--- src/rtl/smbRegPkg.sv ---
package smbRegPkg;

  typedef enum logic [2:0] {
    PH_IDLE,
    PH_RX,
    PH_RXACK,
    PH_TX,
    PH_TXACK
  } phase_t;

  typedef enum logic [1:0] {
    RB_ADDR,
    RB_CMD,
    RB_COUNT,
    RB_DATA
  } rxRole_t;

  // strobes from control to datapath; idx serves both write and read port
  typedef struct packed {
    logic       wrEn;
    logic [6:0] idx;
    logic [7:0] data;
  } regStrobe_t;

  function automatic logic [7:0] regResetValue(input int idx);
    case (idx)
      0:       return 8'h04;
      1:       return 8'h0F;
      2:       return 8'hFF;
      default: return 8'h00;
    endcase
  endfunction

endpackage

--- src/rtl/smbRegs.sv ---
module smbRegs
  import smbRegPkg::*;
#(
  parameter int NUM_REGS = 3
) (
  input  logic                  clk,
  input  logic                  rstN,
  input  regStrobe_t            strb,
  output logic [7:0]            rdData,
  output logic [NUM_REGS*8-1:0] regsFlat
);

  logic [7:0] regQ [NUM_REGS];

  for (genvar i = 0; i < NUM_REGS; i++) begin : g_reg
    always_ff @(posedge clk or negedge rstN) begin
      if (!rstN) regQ[i] <= regResetValue(i);
      else if (strb.wrEn && strb.idx == 7'(i)) regQ[i] <= strb.data;
    end
    assign regsFlat[i*8 +: 8] = regQ[i];

    // an addressed in-range write lands in its register next cycle
    a_r3_write_lands: assert property (@(posedge clk) disable iff (!rstN)
      strb.wrEn && strb.idx == 7'(i) |=> regQ[i] == $past(strb.data));
  end

  always_comb begin
    rdData = 8'h00;
    for (int i = 0; i < NUM_REGS; i++) begin
      if (strb.idx == 7'(i)) rdData = regQ[i];
    end
  end

  // writes beyond the implemented range change nothing
  a_r9_oob_write_ignored: assert property (@(posedge clk) disable iff (!rstN)
    strb.wrEn && int'(strb.idx) >= NUM_REGS |=> $stable(regsFlat));

endmodule

--- src/rtl/smbCtrl.sv ---
module smbCtrl
  import smbRegPkg::*;
#(
  parameter logic [6:0] SLAVE_ADDR = 7'h69,
  parameter int         NUM_REGS   = 3
) (
  input  logic       clk,
  input  logic       rstN,
  input  logic       sclIn,
  input  logic       sdaIn,
  input  logic [7:0] rdData,
  output regStrobe_t strb,
  output logic       sdaOe
);

  localparam logic [7:0] COUNT_BYTE = 8'(NUM_REGS);

  logic sclMeta, sclS, sclPrev;
  logic sdaMeta, sdaS, sdaPrev;

  always_ff @(posedge clk or negedge rstN) begin
    if (!rstN) begin
      {sclMeta, sclS, sclPrev} <= 3'b111;
      {sdaMeta, sdaS, sdaPrev} <= 3'b111;
    end else begin
      sclMeta <= sclIn;  sclS <= sclMeta;  sclPrev <= sclS;
      sdaMeta <= sdaIn;  sdaS <= sdaMeta;  sdaPrev <= sdaS;
    end
  end

  logic sclRise, sclFall, startDet, stopDet;
  assign sclRise  = sclS && !sclPrev;
  assign sclFall  = !sclS && sclPrev;
  assign startDet = sclS && sclPrev && sdaPrev && !sdaS;
  assign stopDet  = sclS && sclPrev && !sdaPrev && sdaS;

  phase_t     phase;
  rxRole_t    role;
  logic [3:0] bitCnt;
  logic [7:0] rxShift, txShift;
  logic [6:0] ptr;
  logic       blockMode, goTx, ackDrive, masterAck;

  logic byteDone;
  assign byteDone = (phase == PH_RX) && sclFall && (bitCnt == 4'd8);

  always_comb begin
    strb.wrEn = byteDone && (role == RB_DATA);
    strb.idx  = ptr;
    strb.data = rxShift;
  end

  assign sdaOe = (phase == PH_TX) ? !txShift[7] : ackDrive;

  always_ff @(posedge clk or negedge rstN) begin
    if (!rstN) begin
      phase     <= PH_IDLE;
      role      <= RB_ADDR;
      bitCnt    <= '0;
      rxShift   <= '0;
      txShift   <= 8'hFF;
      ptr       <= '0;
      blockMode <= 1'b0;
      goTx      <= 1'b0;
      ackDrive  <= 1'b0;
      masterAck <= 1'b0;
    end else if (startDet) begin
      phase    <= PH_RX;
      role     <= RB_ADDR;
      bitCnt   <= '0;
      ackDrive <= 1'b0;
    end else if (stopDet) begin
      phase    <= PH_IDLE;
      ackDrive <= 1'b0;
    end else begin
      case (phase)
        PH_RX: begin
          if (sclRise && bitCnt < 4'd8) begin
            rxShift <= {rxShift[6:0], sdaS};
            bitCnt  <= bitCnt + 4'd1;
          end else if (byteDone) begin
            phase    <= PH_RXACK;
            ackDrive <= 1'b1;
            goTx     <= 1'b0;
            case (role)
              RB_ADDR: begin
                if (rxShift[7:1] == SLAVE_ADDR) begin
                  goTx <= rxShift[0];
                  role <= RB_CMD;
                end else begin
                  phase    <= PH_IDLE;
                  ackDrive <= 1'b0;
                end
              end
              RB_CMD: begin
                blockMode <= !rxShift[7];
                ptr       <= rxShift[7] ? rxShift[6:0] : 7'd0;
                role      <= rxShift[7] ? RB_DATA : RB_COUNT;
              end
              RB_COUNT: role <= RB_DATA;
              default:  ptr  <= ptr + 7'd1;
            endcase
          end
        end
        PH_RXACK: begin
          if (sclFall) begin
            ackDrive <= 1'b0;
            bitCnt   <= '0;
            if (goTx) begin
              phase <= PH_TX;
              if (blockMode) begin
                txShift <= COUNT_BYTE;
              end else begin
                txShift <= rdData;
                ptr     <= ptr + 7'd1;
              end
            end else begin
              phase <= PH_RX;
            end
          end
        end
        PH_TX: begin
          if (sclFall) begin
            if (bitCnt == 4'd7) begin
              phase   <= PH_TXACK;
              txShift <= 8'hFF;
            end else begin
              txShift <= {txShift[6:0], 1'b1};
              bitCnt  <= bitCnt + 4'd1;
            end
          end
        end
        PH_TXACK: begin
          if (sclRise) masterAck <= !sdaS;
          else if (sclFall) begin
            if (masterAck) begin
              phase   <= PH_TX;
              bitCnt  <= '0;
              txShift <= rdData;
              ptr     <= ptr + 7'd1;
            end else begin
              phase <= PH_IDLE;
            end
          end
        end
        default: ;
      endcase
    end
  end

  // the slave's drive never changes while SCL stays high
  a_r11_sda_stable_scl_high: assert property (@(posedge clk) disable iff (!rstN)
    sclS && sclPrev |=> $stable(sdaOe));

  // a stop always ends with the line released and the slave idle
  a_r10_stop_releases: assert property (@(posedge clk) disable iff (!rstN)
    stopDet |=> !sdaOe && phase == PH_IDLE);

  // a foreign address is never acknowledged
  a_r2_foreign_addr_nack: assert property (@(posedge clk) disable iff (!rstN)
    byteDone && role == RB_ADDR && rxShift[7:1] != SLAVE_ADDR |=> !sdaOe);

  // a start always restarts byte reception from the address
  a_r10_start_restarts: assert property (@(posedge clk) disable iff (!rstN)
    startDet |=> phase == PH_RX && bitCnt == 4'd0 && !sdaOe);

endmodule

--- src/rtl/smbRegSlave.sv ---
module smbRegSlave
  import smbRegPkg::*;
#(
  parameter logic [6:0] SLAVE_ADDR = 7'h69,
  parameter int         NUM_REGS   = 3
) (
  input  logic                  clk,
  input  logic                  rstN,
  input  logic                  sclIn,
  input  logic                  sdaIn,
  output logic                  sdaOe,
  output logic [NUM_REGS*8-1:0] regsOut
);

  regStrobe_t strb;
  logic [7:0] rdData;

  smbCtrl #(.SLAVE_ADDR(SLAVE_ADDR), .NUM_REGS(NUM_REGS)) ctrl_i (
    .clk(clk), .rstN(rstN), .sclIn(sclIn), .sdaIn(sdaIn),
    .rdData(rdData), .strb(strb), .sdaOe(sdaOe)
  );

  smbRegs #(.NUM_REGS(NUM_REGS)) regs_i (
    .clk(clk), .rstN(rstN), .strb(strb), .rdData(rdData), .regsFlat(regsOut)
  );

endmodule

--- config.mk ---
export PLATFORM = sky130hd
export DESIGN_NAME = smbRegSlave
export DESIGN_NICKNAME = d
export VERILOG_FILES = /design/src/rtl/smbRegPkg.sv /design/src/rtl/smbRegs.sv /design/src/rtl/smbCtrl.sv /design/src/rtl/smbRegSlave.sv
export SDC_FILE = /design/constraint.sdc
export NUM_CORES = 1
export LEC_CHECK = 0
export CAP_MARGIN = 20
export CELL_PAD_IN_SITES_DETAIL_PLACEMENT = 0
export CELL_PAD_IN_SITES_GLOBAL_PLACEMENT = 1
export CORE_ASPECT_RATIO = 2
export CORE_MARGIN = 4
export CORE_UTILIZATION = 46
export CTS_BUF_LIST = sky130_fd_sc_hd__clkbuf_16
export CTS_CLUSTER_SIZE = 30
export DETAILED_ROUTE_END_ITERATION = 7
export GPL_ROUTABILITY_DRIVEN = 0
export PLACE_DENSITY = 0.83
export SETUP_SLACK_MARGIN = 0.5
export SYNTH_ARGS = -nofsm -noshare
export SYNTH_HDL_FRONTEND = slang
export SYNTH_SLANG_ARGS = --single-unit
export TNS_END_PERCENT = 1
--- constraint.sdc ---
create_clock -name clk -period 3.3 [get_ports clk]
set_input_delay 0.66 -clock clk [delete_from_list [all_inputs] [get_ports clk]]
set_output_delay 0.66 -clock clk [all_outputs]
set_load 0.02 [all_outputs]
==> results of run 1 <==
-- critical path, cell delays in order, from the launching register on --
cell and delay, ns:
dfrtp_2 0.48, nor2b_4 0.25, nand2_2 0.15, o21ai_0 0.19, clkdlybuf4s50_1 0.63
-- layer usage --
layer  track usage, %  up-vias
met5                0        -
met4             13.2        0
met3             3.29       33
met2             35.3       59
met1             21.4     1310
li1                 -     1276
-- synth_stat cells, types with 8 or more instances --
library cell / n
nor2b_1: 9
ha_1: 10
clkbuf_1: 8
dfrtp_1: 39
a21oi_1: 23
o21ai_0: 30
nand3_1: 8
nand2_1: 31
nor2_1: 29
a22oi_1: 9
inv_1: 11
dfstp_2: 27
mux2_2: 32
-- path summary, 6_finish.rpt --
check                                            to  depth (start not counted)
worst max-delay path                          sdaOe                          4
worst max register to register     ctrl_i.bitCnt[3]                          7
worst min-delay path                    ctrl_i.sdaS                          0
max in group asynchronous       regs_i.regsFlat[20]                          2
min in group asynchronous          ctrl_i.masterAck                          1
worst min register to register          ctrl_i.sdaS                          0
-- per-stage QoR --
stage	setup slack [ns]	instances
2_1_floorplan	0.991	338
5_1_grt	0.491	465
3_3_place_gp	0.638	449
3_5_place_dp	0.598	449
6_report	0.622	465
4_1_cts	0.547	465
-- cell families after synthesis --
family | after synthesis | share of synthesized area (%)
AOI/OAI and AO/OA | 91 | 17.0
xor gates and xnor gates | 1 | 0.251
adders and majority gates | 10 | 3.59
buffers and inverters | 22 | 2.62
DFF | 66 | 48.3
muxes | 35 | 11.2
and+or+nand+nor | 113 | 17.0
-- area by class of cell --
cell class | count | area share (%)
clock inverter | 7 | 2.25
tap | 92 | 2.76
clock buffer | 9 | 5.39
timing repair buffer | 30 | 6.95
multi-input combinational | 250 | 41.2
sequential | 66 | 40.4
inverter | 11 | 0.989
-- flip-flops by register name, summed over array words and instances, names as in the netlist --
signal / cells
ctrl_i.ptr: 7
ctrl_i.masterAck: 1
ctrl_i.sdaPrev: 1
ctrl_i.goTx: 1
ctrl_i.blockMode: 1
ctrl_i.sclS: 1
ctrl_i.ackDrive: 1
ctrl_i.bitCnt: 4
ctrl_i.sclMeta: 1
ctrl_i.sdaMeta: 1
ctrl_i.role: 2
regs_i.regsFlat: 24
ctrl_i.sclPrev: 1
ctrl_i.rxShift: 8
ctrl_i.sdaS: 1
ctrl_i.phase: 3
ctrl_i.txShift: 8
-- power by group through the flow --
stage	clock (W)	combinational (W)	sequential [W]
after global routing	0.00107	0.000285	0.000989
after global placement	0	0.000248	0.000979
final	0.00100	0.000252	0.000971
after CTS	0.00103	0.000255	0.000970
after floorplan	0	0.000200	0.000930
after detailed placement	0	0.000253	0.000982
==> results.sh, run 1 <==
export IMPL_p_seq_share_pct=43.6
export IMPL_clk_pin_slew_ns=0.05
export IMPL_hold_viol_final=0
export IMPL_hold_class="reg2reg"
export IMPL_wl_um=8390
export IMPL_dpl_cell_area_um2=3840
export IMPL_cts_buffers=9
export IMPL_m1WireLength_um=3080
export IMPL_p_int_w=0.00164
export IMPL_synthTopCellsByArea="dfrtp_1 28%, dfstp_2 20%, mux2_2 10%"
export IMPL_startpoint_type="flip-flop"
export IMPL_nNetsFinal=382
export IMPL_timing_rr_start="ctrl_i.bitCnt[0]"
export IMPL_r2r_slack_ns=0.77
export IMPL_fillerInstances=638
export IMPL_clock_sinks=66
export IMPL_peakVddDrop_mv=0.449
export IMPL_critPathRequiredTime_ns=2.64
export IMPL_cts_tree="yes"
export IMPL_tightest_slew_ns=0.726
export IMPL_critical_path_class="reg2out"
export IMPL_synth_flop_cell="dfrtp_1"
export IMPL_drive_above_1_share_pct=24.9
export IMPL_dr_wl_met3_um=227
export IMPL_ios=29
export IMPL_remaining_drc_errors=0
export IMPL_seq_area_um2=1690
export IMPL_grtUsageTotal_pct=20.0
export IMPL_root_buffer="clkbuf_16"
export IMPL_yosys_register_bits=66
export IMPL_grt_start_max_net_pins=31
export IMPL_viasPerCell=5.76
export IMPL_comb_power_share_pct=11.3
export IMPL_start_util_pct=47.6
export IMPL_dr_wl_met2_um=4560
export IMPL_fmax_mhz=373
export IMPL_first_pass_iters=4
export IMPL_swShare_pct=26.5
export IMPL_cts_resized_gates=4
export IMPL_cts_hold_buf=0
export IMPL_core_area_um2=7320
export IMPL_via_count=2678
export IMPL_power_density_nw_per_um2=534
export IMPL_crit_arrival_ns=2.02
export IMPL_dp_final_hpwl_um=6190
export IMPL_power_switching_w=0.000590
export IMPL_post_route_util_pct=57.0
export IMPL_multiInputGateArea_um2=1720
export IMPL_synth_top_area_share_pct=28.0
export IMPL_antenna_found_initial=0
export IMPL_grt_pass1_vias=2894
export IMPL_final_common_cell="dfrtp_1"
export IMPL_diodes=0
export IMPL_drtIter0Drc=86
export IMPL_clock_latency_ns=0.33
export IMPL_die_height_um=131
export IMPL_rows=44
export IMPL_fin_crit_ns=2.68
export IMPL_netlist_area_um2=3490
export IMPL_rsz0062_at_grt="true"
export IMPL_postCtsSetupBuffers=0
export IMPL_die_area_um2=9120
export IMPL_synth_nets=352
export IMPL_outcome="finished, final reports clean"
export IMPL_fin_area_um2=4180
export IMPL_slew_headroom_pct=51.4
export IMPL_cap_violations=0
export IMPL_worstSetupStartpoint="ctrl_i.phase[1]"
export IMPL_portBuffers=28
export IMPL_end_kind="primary output"
export IMPL_setup_viol=0
export IMPL_synth_top_area_cell="dfrtp_1"
export IMPL_async_reset_ff_share_pct=100
export IMPL_synth_cells=338
export IMPL_power_frac_clock_pct=45.1
export IMPL_leakage_nw=1.72
export IMPL_htree_levels=3
export IMPL_period_share_pct=81.2
export IMPL_worst_path_max_fanout=12
export IMPL_slew_viol_final=0
export IMPL_total_power_w=0.00223
export IMPL_syn_avg_cell_area_um2=10.3
export IMPL_wl_per_cell_um=18.0
export IMPL_routed_top_layer="met4"
export IMPL_fin_hold_ws_ns=0.354
export IMPL_grt_pass1_wl_um=14400
export IMPL_cts_buffer_depth=2
export IMPL_tns_ns=0
export IMPL_dieWidth_um=69.6
export IMPL_ys_warnings_count=0
export IMPL_final_cell_mix="36 x dfrtp_1, 32 x mux2_2, 30 x nand2_1, 30 x o21ai_0, 29 x nor2_1"
export IMPL_skew_ns=0.00432
export IMPL_synthDistinctLibCells=49
export IMPL_synth_edf_count=0
export IMPL_worstHoldStart="ctrl_i.sdaMeta"
export IMPL_postRouteAntennaNets=0
export IMPL_syn_to_final_growth_pct=19.8
export IMPL_grt_ovfl_total=0
export IMPL_synth_seq_area_share_pct=48.3
No activity file was read; power rests on OpenSTA's default activity.
==> run 2, diff against run 1 <==
==> constraint.sdc (replaced) <==
create_clock -name clk -period 2.6 [get_ports clk]
set_input_delay 0.52 -clock clk [delete_from_list [all_inputs] [get_ports clk]]
set_output_delay 0.52 -clock clk [all_outputs]
set_load 0.02 [all_outputs]
==> run 2 against run 1 <==
Utilization is 1.7 points higher. Wire length grew 3.6%. Worst setup slack worse by 0.26 ns. Hold slack lost 0.19 ns. Critical path depth rose by 2. Sequential power grew 26%. Clock power rose by 26%. Non-clock buffer count is 13 higher. Design area is 3.1% higher. Register-to-register slack got worse by 0.41 ns. Sequential cell count unchanged. Total power is 28% higher. Critical endpoint is now ctrl_i.bitCnt[3].
==> results.sh, run 2 (same netlist as run 1, synthesis figures left out) <==
export IMPL_clock_sinks=66
export IMPL_post_route_util_pct=58.8
export IMPL_remaining_drc_errors=0
export IMPL_tightest_slew_ns=0.615
export IMPL_period_share_pct=86.1
export IMPL_setup_viol=0
export IMPL_wl_um=8690
export IMPL_leakage_nw=1.79
export IMPL_cts_tree="yes"
export IMPL_dieWidth_um=69.6
export IMPL_wl_per_cell_um=18.2
export IMPL_cap_violations=0
export IMPL_power_density_nw_per_um2=662
export IMPL_core_area_um2=7320
export IMPL_critical_path_class="reg2reg"
export IMPL_rows=44
export IMPL_fin_crit_ns=2.24
export IMPL_hold_viol_final=0
export IMPL_end_kind="flip-flop"
export IMPL_antenna_found_initial=0
export IMPL_drtIter0Drc=110
export IMPL_slew_viol_final=0
export IMPL_fillerInstances=630
export IMPL_root_buffer="clkbuf_16"
export IMPL_outcome="finished, final reports clean"
export IMPL_hold_class="in2async"
export IMPL_final_cell_mix="36 x dfrtp_1, 32 x mux2_2, 31 x nand2_1"
export IMPL_cts_buffer_depth=2
export IMPL_fmax_mhz=447
export IMPL_final_common_cell="dfrtp_1"
export IMPL_crit_arrival_ns=2.48
export IMPL_critPathRequiredTime_ns=2.84
export IMPL_postRouteAntennaNets=0
export IMPL_grtUsageTotal_pct=20.5
export IMPL_clk_pin_slew_ns=0.05
export IMPL_viasPerCell=5.75
export IMPL_rsz0062_at_grt="true"
export IMPL_cts_hold_buf=0
export IMPL_syn_to_final_growth_pct=23.4
export IMPL_startpoint_type="flip-flop"
export IMPL_portBuffers=28
export IMPL_ios=29
export IMPL_clock_latency_ns=0.33
export IMPL_first_pass_iters=4
export IMPL_grt_ovfl_total=0
export IMPL_skew_ns=0.00547
export IMPL_die_area_um2=9120
export IMPL_worst_path_max_fanout=8
export IMPL_drive_above_1_share_pct=27.2
export IMPL_start_util_pct=47.6
export IMPL_tns_ns=0
export IMPL_dp_final_hpwl_um=6370
export IMPL_nNetsFinal=395
export IMPL_peakVddDrop_mv=0.606
export IMPL_via_count=2748
export IMPL_grt_pass1_wl_um=14600
export IMPL_grt_start_max_net_pins=27
export IMPL_largest_reg_flops=24
export IMPL_die_height_um=131
export IMPL_cts_buffers=9
export IMPL_grt_pass1_vias=2901
export IMPL_htree_levels=3
export IMPL_slew_headroom_pct=58.9
export IMPL_diodes=0
==> run 2: final cells by class <==
| type | instances | area (um^2) | share of cell area (%) |
|---|---|---|---|
| clock buffer | 9 | 225 | 5.23 |
| multi-input combinational | 250 | 1750 | 40.6 |
| inverter | 11 | 41.3 | 0.959 |
| tap | 92 | 115 | 2.67 |
| timing repair buffer | 43 | 402 | 9.33 |
| clock inverter | 7 | 85.1 | 1.98 |
| sequential | 66 | 1690 | 39.2 |
==> run 2: routing by layer <==
layer / up-vias / wire length [um] / GRT usage [%]
met4: 0 / 275 / 10.3
li1: 1310 / - / -
met1: 1364 / 3190 / 21.3
met5: - / 0 / 0
met2: 54 / 5020 / 38.1
met3: 20 / 202 / 3.82
==> run 2: timing repair <==
item	CTS	global route
pin swaps	0	0
endpoints found under the setup margin	50	52
buffers inserted	4	1
resized for setup	14	1
==> run 2: per-stage QoR <==
step | hold WS [ns] | std cells | worst slack, ns | instance area [um^2] | total power, W
6_report | 0.167 | 478 | 0.363 | 4300 | 0.00285
5_1_grt | 0.202 | 478 | 0.261 | 4300 | 0.00299
4_1_cts | 0.184 | 477 | 0.372 | 4290 | 0.00287
3_5_place_dp | 0.348 | 457 | 0.226 | 3900 | 0.00157
3_3_place_gp | 0.346 | 457 | 0.226 | 3900 | 0.00157
2_1_floorplan | 0.224 | 338 | 0.291 | 3490 | 0.00143
==> run 2: worst max-delay path: stages, from the launching register on <==
cell and delay [ns]:
dfstp_2 0.59, and2b_2 0.23, nand4b_1 0.17, a221oi_4 0.33, a21oi_2 0.09, or4b_4 0.52, o311ai_2 0.21
==> run 2: worst paths after layout <==
path	end	slack (ns)	startpoint	cells after the start
worst max register to register	ctrl_i.bitCnt[3]	0.36	ctrl_i.sclPrev	6
min in group clk	ctrl_i.sdaS	0.35	ctrl_i.sdaMeta	0
worst min-delay path	ctrl_i.masterAck	0.17	rstN	1
max in group asynchronous	ctrl_i.txShift[6]	1.65	rstN	2
worst min register to register	ctrl_i.sdaS	0.35	ctrl_i.sdaMeta	0
worst max-delay path	ctrl_i.bitCnt[3]	0.36	ctrl_i.sclPrev	6
==> run 2: where the power goes <==
group | switching (W) | internal (W) | total, W
Sequential | 0.000127 | 0.00110 | 0.00122
Clock | 0.000436 | 0.000828 | 0.00126
Combinational | 0.000192 | 0.000172 | 0.000363
Total | 0.000754 | 0.00210 | 0.00285
